`src/rtl/lnk_enc_pkg.sv`:
```
package lnk_enc_pkg;

  localparam int unsigned FLIT_W_DEF = 32;
  localparam int unsigned CHK_W_DEF  = 6;

  function automatic bit is_pow2(input int unsigned p);
    return (p != 0) && ((p & (p - 1)) == 0);
  endfunction

  // Data index carried at codeword position p (1-based, p not a power of two).
  function automatic int unsigned data_slot(input int unsigned p);
    int unsigned n_pow;
    n_pow = 0;
    for (int unsigned q = 1; q <= p; q++) begin
      if (is_pow2(q)) n_pow++;
    end
    return p - 1 - n_pow;
  endfunction

  // Positions covered by check bit i, bit (p-1) set for position p.
  function automatic logic [63:0] cover_mask(input int unsigned i, input int unsigned code_w);
    logic [63:0] m;
    m = '0;
    for (int unsigned p = 1; p <= code_w; p++) begin
      if (((p >> i) & 1) != 0) m[p-1] = 1'b1;
    end
    return m;
  endfunction

  function automatic logic [7:0] syndrome(input logic [63:0] cw, input int unsigned code_w,
                                          input int unsigned chk_w);
    logic [7:0] s;
    s = '0;
    for (int unsigned i = 0; i < chk_w; i++) begin
      s[i] = ^(cw & cover_mask(i, code_w));
    end
    return s;
  endfunction

endpackage

```
`src/rtl/lnk_ham_spread.sv`:
```
module lnk_ham_spread
  import lnk_enc_pkg::*;
#(
  parameter int unsigned DATA_W = FLIT_W_DEF,
  parameter int unsigned CHK_W  = CHK_W_DEF,
  localparam int unsigned CODE_W = DATA_W + CHK_W
) (
  input  logic [DATA_W-1:0] data_i,
  output logic [CODE_W-1:0] code_o
);

  logic [CODE_W-1:0] spread;
  logic [CHK_W-1:0]  chk;

  // Place data bits at non-power-of-two positions; check slots start at zero.
  for (genvar p = 1; p <= CODE_W; p++) begin : g_pos
    if (is_pow2(p)) begin : g_chk
      assign spread[p-1] = 1'b0;
      assign code_o[p-1] = chk[$clog2(p)];
    end else begin : g_dat
      localparam int unsigned SLOT = data_slot(p);
      assign spread[p-1] = data_i[SLOT];
      assign code_o[p-1] = data_i[SLOT];
    end
  end

  // Each check bit is the XOR tree over the positions it covers.
  for (genvar i = 0; i < CHK_W; i++) begin : g_chk_bit
    localparam logic [63:0] MASK = cover_mask(i, CODE_W);
    assign chk[i] = ^(spread & MASK[CODE_W-1:0]);
  end

endmodule

```
`src/rtl/lnk_parity_fold.sv`:
```
module lnk_parity_fold #(
  parameter int unsigned WIDTH = 38
) (
  input  logic [WIDTH-1:0] vec_i,
  output logic             par_o
);

  assign par_o = ^vec_i;

endmodule

```
`src/rtl/lnk_pair_interleave.sv`:
```
module lnk_pair_interleave #(
  parameter int unsigned CODE_W = 38,
  localparam int unsigned LINK_W = 2 * CODE_W + 1
) (
  input  logic [CODE_W-1:0] code_i,
  input  logic              par_i,
  output logic [LINK_W-1:0] link_o
);

  for (genvar k = 0; k < CODE_W; k++) begin : g_pair
    assign link_o[2*k]   = code_i[k];
    assign link_o[2*k+1] = code_i[k];
  end

  assign link_o[LINK_W-1] = par_i;

endmodule

```
`src/rtl/lnk_dup_ecc_encoder.sv`:
```
module lnk_dup_ecc_encoder
  import lnk_enc_pkg::*;
#(
  parameter int unsigned DATA_W = FLIT_W_DEF,
  parameter int unsigned CHK_W  = CHK_W_DEF,
  localparam int unsigned CODE_W = DATA_W + CHK_W,
  localparam int unsigned LINK_W = 2 * CODE_W + 1
) (
  input  logic              clk,
  input  logic              rst_n,
  input  logic              in_vld,
  input  logic [DATA_W-1:0] in_flit,
  output logic              out_vld,
  output logic [LINK_W-1:0] out_link
);

  logic [CODE_W-1:0] code;
  logic              par;
  logic [LINK_W-1:0] link_d;
  logic [LINK_W-1:0] word_q, word_nx;
  logic              vld_q, vld_nx;

  lnk_ham_spread #(.DATA_W(DATA_W), .CHK_W(CHK_W)) u_ham (
    .data_i (in_flit),
    .code_o (code)
  );

  lnk_parity_fold #(.WIDTH(CODE_W)) u_par (
    .vec_i (code),
    .par_o (par)
  );

  lnk_pair_interleave #(.CODE_W(CODE_W)) u_ilv (
    .code_i (code),
    .par_i  (par),
    .link_o (link_d)
  );

  // Next state: explicit load enable on the word, valid tracks input.
  always_comb begin
    word_nx = word_q;
    if (in_vld) word_nx = link_d;
    vld_nx = in_vld;
  end

  always_ff @(posedge clk or negedge rst_n) begin
    if (!rst_n) begin
      word_q <= '0;
      vld_q  <= 1'b0;
    end else begin
      word_q <= word_nx;
      vld_q  <= vld_nx;
    end
  end

  assign out_link = word_q;
  assign out_vld  = vld_q;

  // Copies recovered from the registered word, used by the checks below.
  logic [CODE_W-1:0] copy_a, copy_b;
  always_comb begin
    for (int unsigned k = 0; k < CODE_W; k++) begin
      copy_a[k] = word_q[2*k];
      copy_b[k] = word_q[2*k+1];
    end
  end

  a_r2_vld_set: assert property (@(posedge clk) disable iff (!rst_n)
    in_vld |=> out_vld);

  a_r2_vld_clr: assert property (@(posedge clk) disable iff (!rst_n)
    !in_vld |=> !out_vld);

  a_r3_hold_idle: assert property (@(posedge clk) disable iff (!rst_n)
    !in_vld |=> $stable(out_link));

  a_r6_pair_equal: assert property (@(posedge clk) disable iff (!rst_n)
    out_vld |-> (copy_a == copy_b));

  a_r5_syndrome_zero: assert property (@(posedge clk) disable iff (!rst_n)
    out_vld |-> (syndrome(64'(copy_a), CODE_W, CHK_W) == 8'd0));

  a_r7_overall_parity: assert property (@(posedge clk) disable iff (!rst_n)
    out_vld |-> ((^copy_a) == out_link[LINK_W-1]));

endmodule

```
`config.mk`:
```
export PLATFORM = sky130hd
export DESIGN_NAME = lnk_dup_ecc_encoder
export DESIGN_NICKNAME = d
export VERILOG_FILES = /design/src/rtl/lnk_enc_pkg.sv /design/src/rtl/lnk_ham_spread.sv /design/src/rtl/lnk_parity_fold.sv /design/src/rtl/lnk_pair_interleave.sv /design/src/rtl/lnk_dup_ecc_encoder.sv
export SDC_FILE = /design/constraint.sdc
export NUM_CORES = 1
export LEC_CHECK = 0
export BUFFER_PORTS_ARGS = -buffer_cell sky130_fd_sc_hd__buf_2
export CAP_MARGIN = 20
export CORE_ASPECT_RATIO = 1.75
export CORE_MARGIN = 2
export CORE_UTILIZATION = 50
export DETAILED_ROUTE_END_ITERATION = 8
export GPL_TIMING_DRIVEN = 0
export PLACE_DENSITY = 0.85
export SYNTH_ARGS = -nofsm -noshare
export SYNTH_HDL_FRONTEND = slang
export SYNTH_SLANG_ARGS = --single-unit
```
`constraint.sdc`:
```
create_clock -name clk -period 1.8 [get_ports clk]
set_input_delay 0.18 -clock clk [delete_from_list [all_inputs] [get_ports clk]]
set_output_delay 0.18 -clock clk [all_outputs]
set_load 0.02 [all_outputs]
```
==> flow_summary.yaml, run 1 <==
worst_setup_path:
  critical_path_class: "in -> reg"
  path_max_fanout: 3
  cp.arrival_ps: 1980
  worst_r2r_startpoint: "out_link[39]$_DFFE_PN0P_"
  cp.required_ps: 1970
  crit_path_start_kind: "input port"
  reg2reg_slack_ps: 1020
  startpoint: "in_flit[17]"
  end_kind: "flip-flop"
job:
  drv_cap: 0
die:
  io_pins: 113
  row_count: 33
  start_util_pct: 51.08
  coreArea_um2: 4624
  die_h_um: 94.93
  dieArea_um2: 5312
  fp.dieW_um: 55.96
yosys:
  yosys.area.top_type: "dfrtp_1"
  syn_nets: 221
  ys_warn_count: 0
  synthCells: 186
  synth_top_cell_area_share_pct: 42.37
  yosysSeqAreaShare_pct: 42.37
  synth_compound_area_share_pct: 0.6356
  ys_ff_latch: 40
  synth-xor-area-share_pct: 26.22
  synthSimpleGateAreaFrac_pct: 0.4767
  synth_area_um2: 2362
  synth_area_leaders: "dfrtp_1 42%, xnor2_1 18%, mux2_2 16%"
  synth_top_family_by_area: "XOR/XNOR gates"
  ys_types: 14
  synthMuxAreaShare_pct: 17.27
  syn_area_per_cell_um2: 12.70
  synthAdderAreaFrac_pct: 0
clock_network:
  clk_latency_ps: 280
  cts_root_buf: "clkbuf_8"
  clock-sinks: 40
  htreeDepth: 2
  clk_pin_slew_ps: 70
  cts_tree: "built"
  cts_buffers: 5
  clock_path_buffers: 2
power:
  power_density_nw_per_um2: 1145
  p_leak_uw: 0.001598
  peakVddDrop_mv: 0.9464
  power_uw: 3655
global_routing:
  grt_pass1_vias: 1739
  grt_pass1_wl_mm: 8.024
  antenna_found_initial: 0
  overflow: 0
  grt_max_degree: 41
  track_usage_pct: 19.63
sta:
  finClkSkew_ps: 0
  whs_ps: 4.485
  timing.fmax_mhz: 554.2
  rsz0062_at_grt: "true"
  slew_headroom_pct: 41.98
  layout_min_cycle_time_ps: 1804
  fin_crit_sh_pct: 100.2
  setup_ws_ps: -4.418
  hold_viol: 0
  drv_slew: 0
  setup_viol: 1
  worst_pin_slew_ps: 870.2
drt:
  drtPass1Iterations: 4
  vias: 1685
  antenna_left: 0
  routed_via_density: 4.681
  first_iter_violations: 22
  wl_per_cell_um: 13.95
  routed_wl_mm: 5.023
  drc: 0
run_status:
  status: "complete, but fails checks"
  violations: "negative setup slack"
layout:
  area_delta_synth_final_pct: 35.12
  fin_nets: 343
  drive_above_1_share_pct: 67.53
  nFillCells: 374
  mostFrequentLayoutCell: "buf_2"
  num_antenna_cells: 0
  mostFrequentLayoutCells: "111 x buf_2, 42 x buf_4, 40 x xnor2_1, 40 x dfrtp_1, 34 x mux2_2"
place:
  post-place-ws_ps: -409.1
  place_congestion: 0.7251
  hpwl_mm: 4.081
  io_buffers: 112
hold_path:
  hp-class: "in -> async"
-- worst max-delay path, cell delays in order --
cell and delay [ps]:
buf_2 130, xnor2_2 200, xnor2_2 150, xnor3_1 460, xnor2_2 180, xnor3_1 410, mux2_4 260
-- final cells by class --
type                       count  area (um^2)  share of cell area, %
multi-input combinational    102         1136                  35.59
sequential                    40         1001                  31.36
timing repair buffer         115        585.6                  18.35
buffer                        43        304.0                  9.526
clock buffer                   7        96.34                  3.018
tap                           52        65.06                  2.038
inverter                       1        3.754                 0.1176
-- synth_stat cells --
| cell | n |
|---|---|
| xnor3_4 | 1 |
| mux2i_1 | 1 |
| mux2_2 | 34 |
| xnor2_1 | 49 |
| clkbuf_1 | 5 |
| buf_4 | 38 |
| xor2_1 | 4 |
| dfrtp_1 | 40 |
| xnor2_2 | 1 |
| mux2_4 | 1 |
| inv_1 | 1 |
| xnor3_1 | 5 |
| nor2_1 | 3 |
| a21oi_1 | 3 |
-- cell families (layout without fill, tap and decap cells) --
logic type,Yosys count,count (layout)
XOR/XNOR,60,60
buffers and inverters,44,166
flip-flops,40,40
multiplexers,36,36
AO/OA/AOI/OAI,3,3
AND/OR/NAND/NOR,3,3
-- where the power goes --
part           total, uW  internal [uW]  switching (uW)
sequential          1150           1050             102
combinational       1880           1010             872
clock                619            341             278
-- flip-flops by register name, summed over array words and instances (netlist names) --
register / cells
out_link: 39
out_vld: 1
-- worst paths after layout --
| check | endpoint | cells past startpoint |
|---|---|---|
| max in group asynchronous | out_link[53]$_DFFE_PN0P_ | 1 |
| min reg2reg | out_link[76]$_DFFE_PN0P_ | 1 |
| max | out_link[76]$_DFFE_PN0P_ | 7 |
| min | out_link[43]$_DFFE_PN0P_ | 1 |
| min in group clk | out_vld$_DFF_PN0_ | 1 |
| max reg2reg | out_link[39]$_DFFE_PN0P_ | 1 |
-- repair_timing --
action	CTS	global route
setup endpoints to repair	1	1
gates resized for setup	5	6
pin swaps	6	5
hold buffers	0	0
buffers inserted	1	2
-- stage by stage --
| step | TNS, ps | utilization, % | area (um^2) | instances |
|---|---|---|---|---|
| floorplan | -64.78 | - | 2370 | 186 |
| global placement | -348.0 | 64.77 | 2995 | 350 |
| detailed placement | -409.1 | 64.77 | 2995 | 350 |
| CTS | 0 | 67.83 | 3137 | 358 |
| global route | -85.49 | 69.02 | 3192 | 360 |
| finish | -4.418 | 69.02 | 3192 | 360 |
-- layer usage --
layer	track usage, %	wire [um]	up-vias
met2	38.33	2993	60
li1	-	-	808
met4	8.532	126	0
met3	3.288	240	11
met1	19.95	1663	806
met5	0	0	-
Power figures use the tool's default switching activity.
==> run 2: changes to the inputs <==
Settings changed: PLACE_DENSITY 0.85 to 0.75, SYNTH_HIERARCHICAL set to 1.
==> run 2 against run 1 <==
  * The run still ends with negative setup slack left
  * Sequential share of layout area up 0.88 points
  * Power up 110%
  * Synthesized area up 100%
  * Die area up 96%
  * Design area up 90%
  * Worst setup slack worse by 660 ps
  * Largest cell class unchanged
  * Largest power group unchanged
==> flow_summary.yaml, run 2 <==
worst_setup_path:
  path_max_fanout: 4
  startpoint: "in_flit[25]"
  r2r-end: "out_link[51]$_DFFE_PN0P_"
  worst_r2r_startpoint: "out_link[51]$_DFFE_PN0P_"
  cp.arrival_ps: 2670
  reg2regPathDepth: 1
  critical_path_class: "in -> reg"
  cp.required_ps: 2010
  crit_path_start_kind: "input port"
  end_kind: "flip-flop"
  reg2reg_slack_ps: 1020
place:
  place_area_um2: 5575
  hpwl_mm: 7.350
  io_buffers: 112
  place_congestion: 0.7431
die:
  die_h_um: 133.5
  start_util_pct: 50.96
  coreArea_um2: 9409
  fp.dieW_um: 78.03
  dieArea_um2: 10420
  row_count: 47
  io_pins: 113
sta:
  timing.fmax_mhz: 406.6
  slew_headroom_pct: 75.51
  layout_min_cycle_time_ps: 2459
  setup_ws_ps: -659.4
  worst_pin_slew_ps: 364.7
  setup_viol: 1
  drv_slew: 0
  finClkSkew_ps: 0
  rsz0062_at_grt: "true"
  fin_crit_sh_pct: 136.6
  hold_viol: 0
clock_network:
  htreeDepth: 3
  clock-sinks: 78
  clk_pin_slew_ps: 60
  clock_path_buffers: 2
  cts_tree: "built"
  clk_latency_ps: 330
  cts_root_buf: "clkbuf_16"
  cts_buffers: 9
global_routing:
  antenna_found_initial: 0
  grt_pass1_vias: 3087
  overflow: 0
  grt_pass1_wl_mm: 15.41
  track_usage_pct: 19.52
  grt_max_degree: 67
layout:
  regArea_um2: 1952
  nFillCells: 738
  fin_util_pct: 64.34
  drive_above_1_share_pct: 70.31
  postLayoutCellArea_um2: 6053
  mostFrequentLayoutCells: "114 x buf_4, 112 x buf_2, 78 x dfrtp_1"
  mostFrequentLayoutCell: "buf_4"
  area_delta_synth_final_pct: 26.25
  largest_register_ffs: 77
  multi_input_area_um2: 2057
  num_antenna_cells: 0
  fin_nets: 516
yosys:
  synth_edf_count: 0
  ys_types: 11
  syn_nets: 387
  ys_warn_count: 6
  synth_area_um2: 4795
  synth_area_leaders: "dfrtp_1 41%, buf_4 17%, mux2_2 11%"
  syn_area_per_cell_um2: 13.62
  synth_common_cells: "109 x buf_4, 78 x dfrtp_1, 52 x xnor2_1"
  synth_top_cell_area_share_pct: 40.71
  ys_ff_latch: 78
  yosys.area.top_type: "dfrtp_1"
  synthArstFlopShare_pct: 100.0
  yosysMostFrequentCell: "buf_4"
  yosysSeqAreaShare_pct: 40.71
  synth_ff_type: "dfrtp_1"
  synthCells: 352
job:
  drv_cap: 0
power:
  peakVddDrop_mv: 1.183
  power_density_nw_per_um2: 1274
  switching_share_pct: 29.73
  pwr-share-clk_pct: 26.8
  p_leak_uw: 0.003072
  switchingPower_uw: 2292
  intPower_uw: 5418
  comb_power_share_pct: 44.6
  seqPwrFrac_pct: 28.6
drt:
  drtPass1Iterations: 4
  routed_wl_mm: 9.497
  antenna_left: 0
  vias: 2748
  wl_per_cell_um: 15.65
  routed_via_density: 4.527
  first_iter_violations: 31
  drc: 0
run_status:
  violations: "negative setup slack"
  status: "complete, but fails checks"
hold_path:
  hp-class: "in -> async"
## run 2: kinds of logic after synthesis
logic type             count (synthesis)  synth area share (%)
flip-flops                            78                 40.71
XOR/XNOR                              79                 19.96
multiplexers                          77                 20.43
buffers and inverters                118                 18.89
## run 2: critical path, cell delays in order
cell,delay [ps]
buf_2,160
xnor2_4,190
xnor3_1,400
xnor3_2,440
xor2_2,180
xnor2_2,200
xnor2_2,150
xnor3_1,370
xnor2_1,140
mux2_4,250
## run 2: power groups by stage
stage	logic, uW	clock network [uW]	registers [uW]
after CTS	3530	2120	2210
after detailed placement	3360	0	2240
final	3440	2060	2200
after global placement	3300	0	2230
after global routing	3700	2190	2240
after floorplan	2260	0	2590
## run 2: final cells by class
cell class                      count  share of cell area (%)
Buffer                            117                   14.84
Clock buffer                       11                   4.010
Clock inverter                      4                   1.571
Multi-Input combinational cell    156                   33.98
Sequential cell                    78                   32.24
Tap cell                          122                   2.522
Timing Repair Buffer              119                   10.83
## run 2: repair_timing
action,4_1_cts,5_1_grt
pin swaps,15,2
buffers inserted,4,0
hold endpoints to repair,13,0
gates resized for setup,14,3
hold buffers,2,0
setup endpoints to repair,1,1
## run 2: through the flow
step	std cells	setup TNS (ps)	hold slack [ps]	total power, uW	setup WS, ps
5_1_grt	607	-756.9	242.1	8125	-756.9
4_1_cts	607	-714.0	228.9	7855	-714.0
6_report	607	-659.4	235.5	7710	-659.4
2_1_floorplan	352	-763.7	-115.6	4844	-763.7
3_5_place_dp	587	-2812	46.40	5596	-1194
3_3_place_gp	586	-2754	323.3	5524	-1177
## run 2: worst max-delay path by stage
stage / endpoint / slack [ps] / cells past startpoint
final: out_link[76]$_DFFE_PN0P_ / -660 / 10
after global routing: out_link[76]$_DFFE_PN0P_ / -760 / 10
after CTS: out_link[76]$_DFFE_PN0P_ / -710 / 10
after detailed placement: out_link[76]$_DFFE_PN0P_ / -1190 / 11
after global placement: out_link[76]$_DFFE_PN0P_ / -1180 / 11
after floorplan: out_link[76]$_DFFE_PN0P_ / -760 / 10
## run 2: layer usage
layer	routed length, um	track usage, %	up-vias
met5	0	0	-
met3	415	4.946	11
met4	144	6.628	0
li1	-	-	1302
met1	3601	20.78	1366
met2	5336	36.69	69
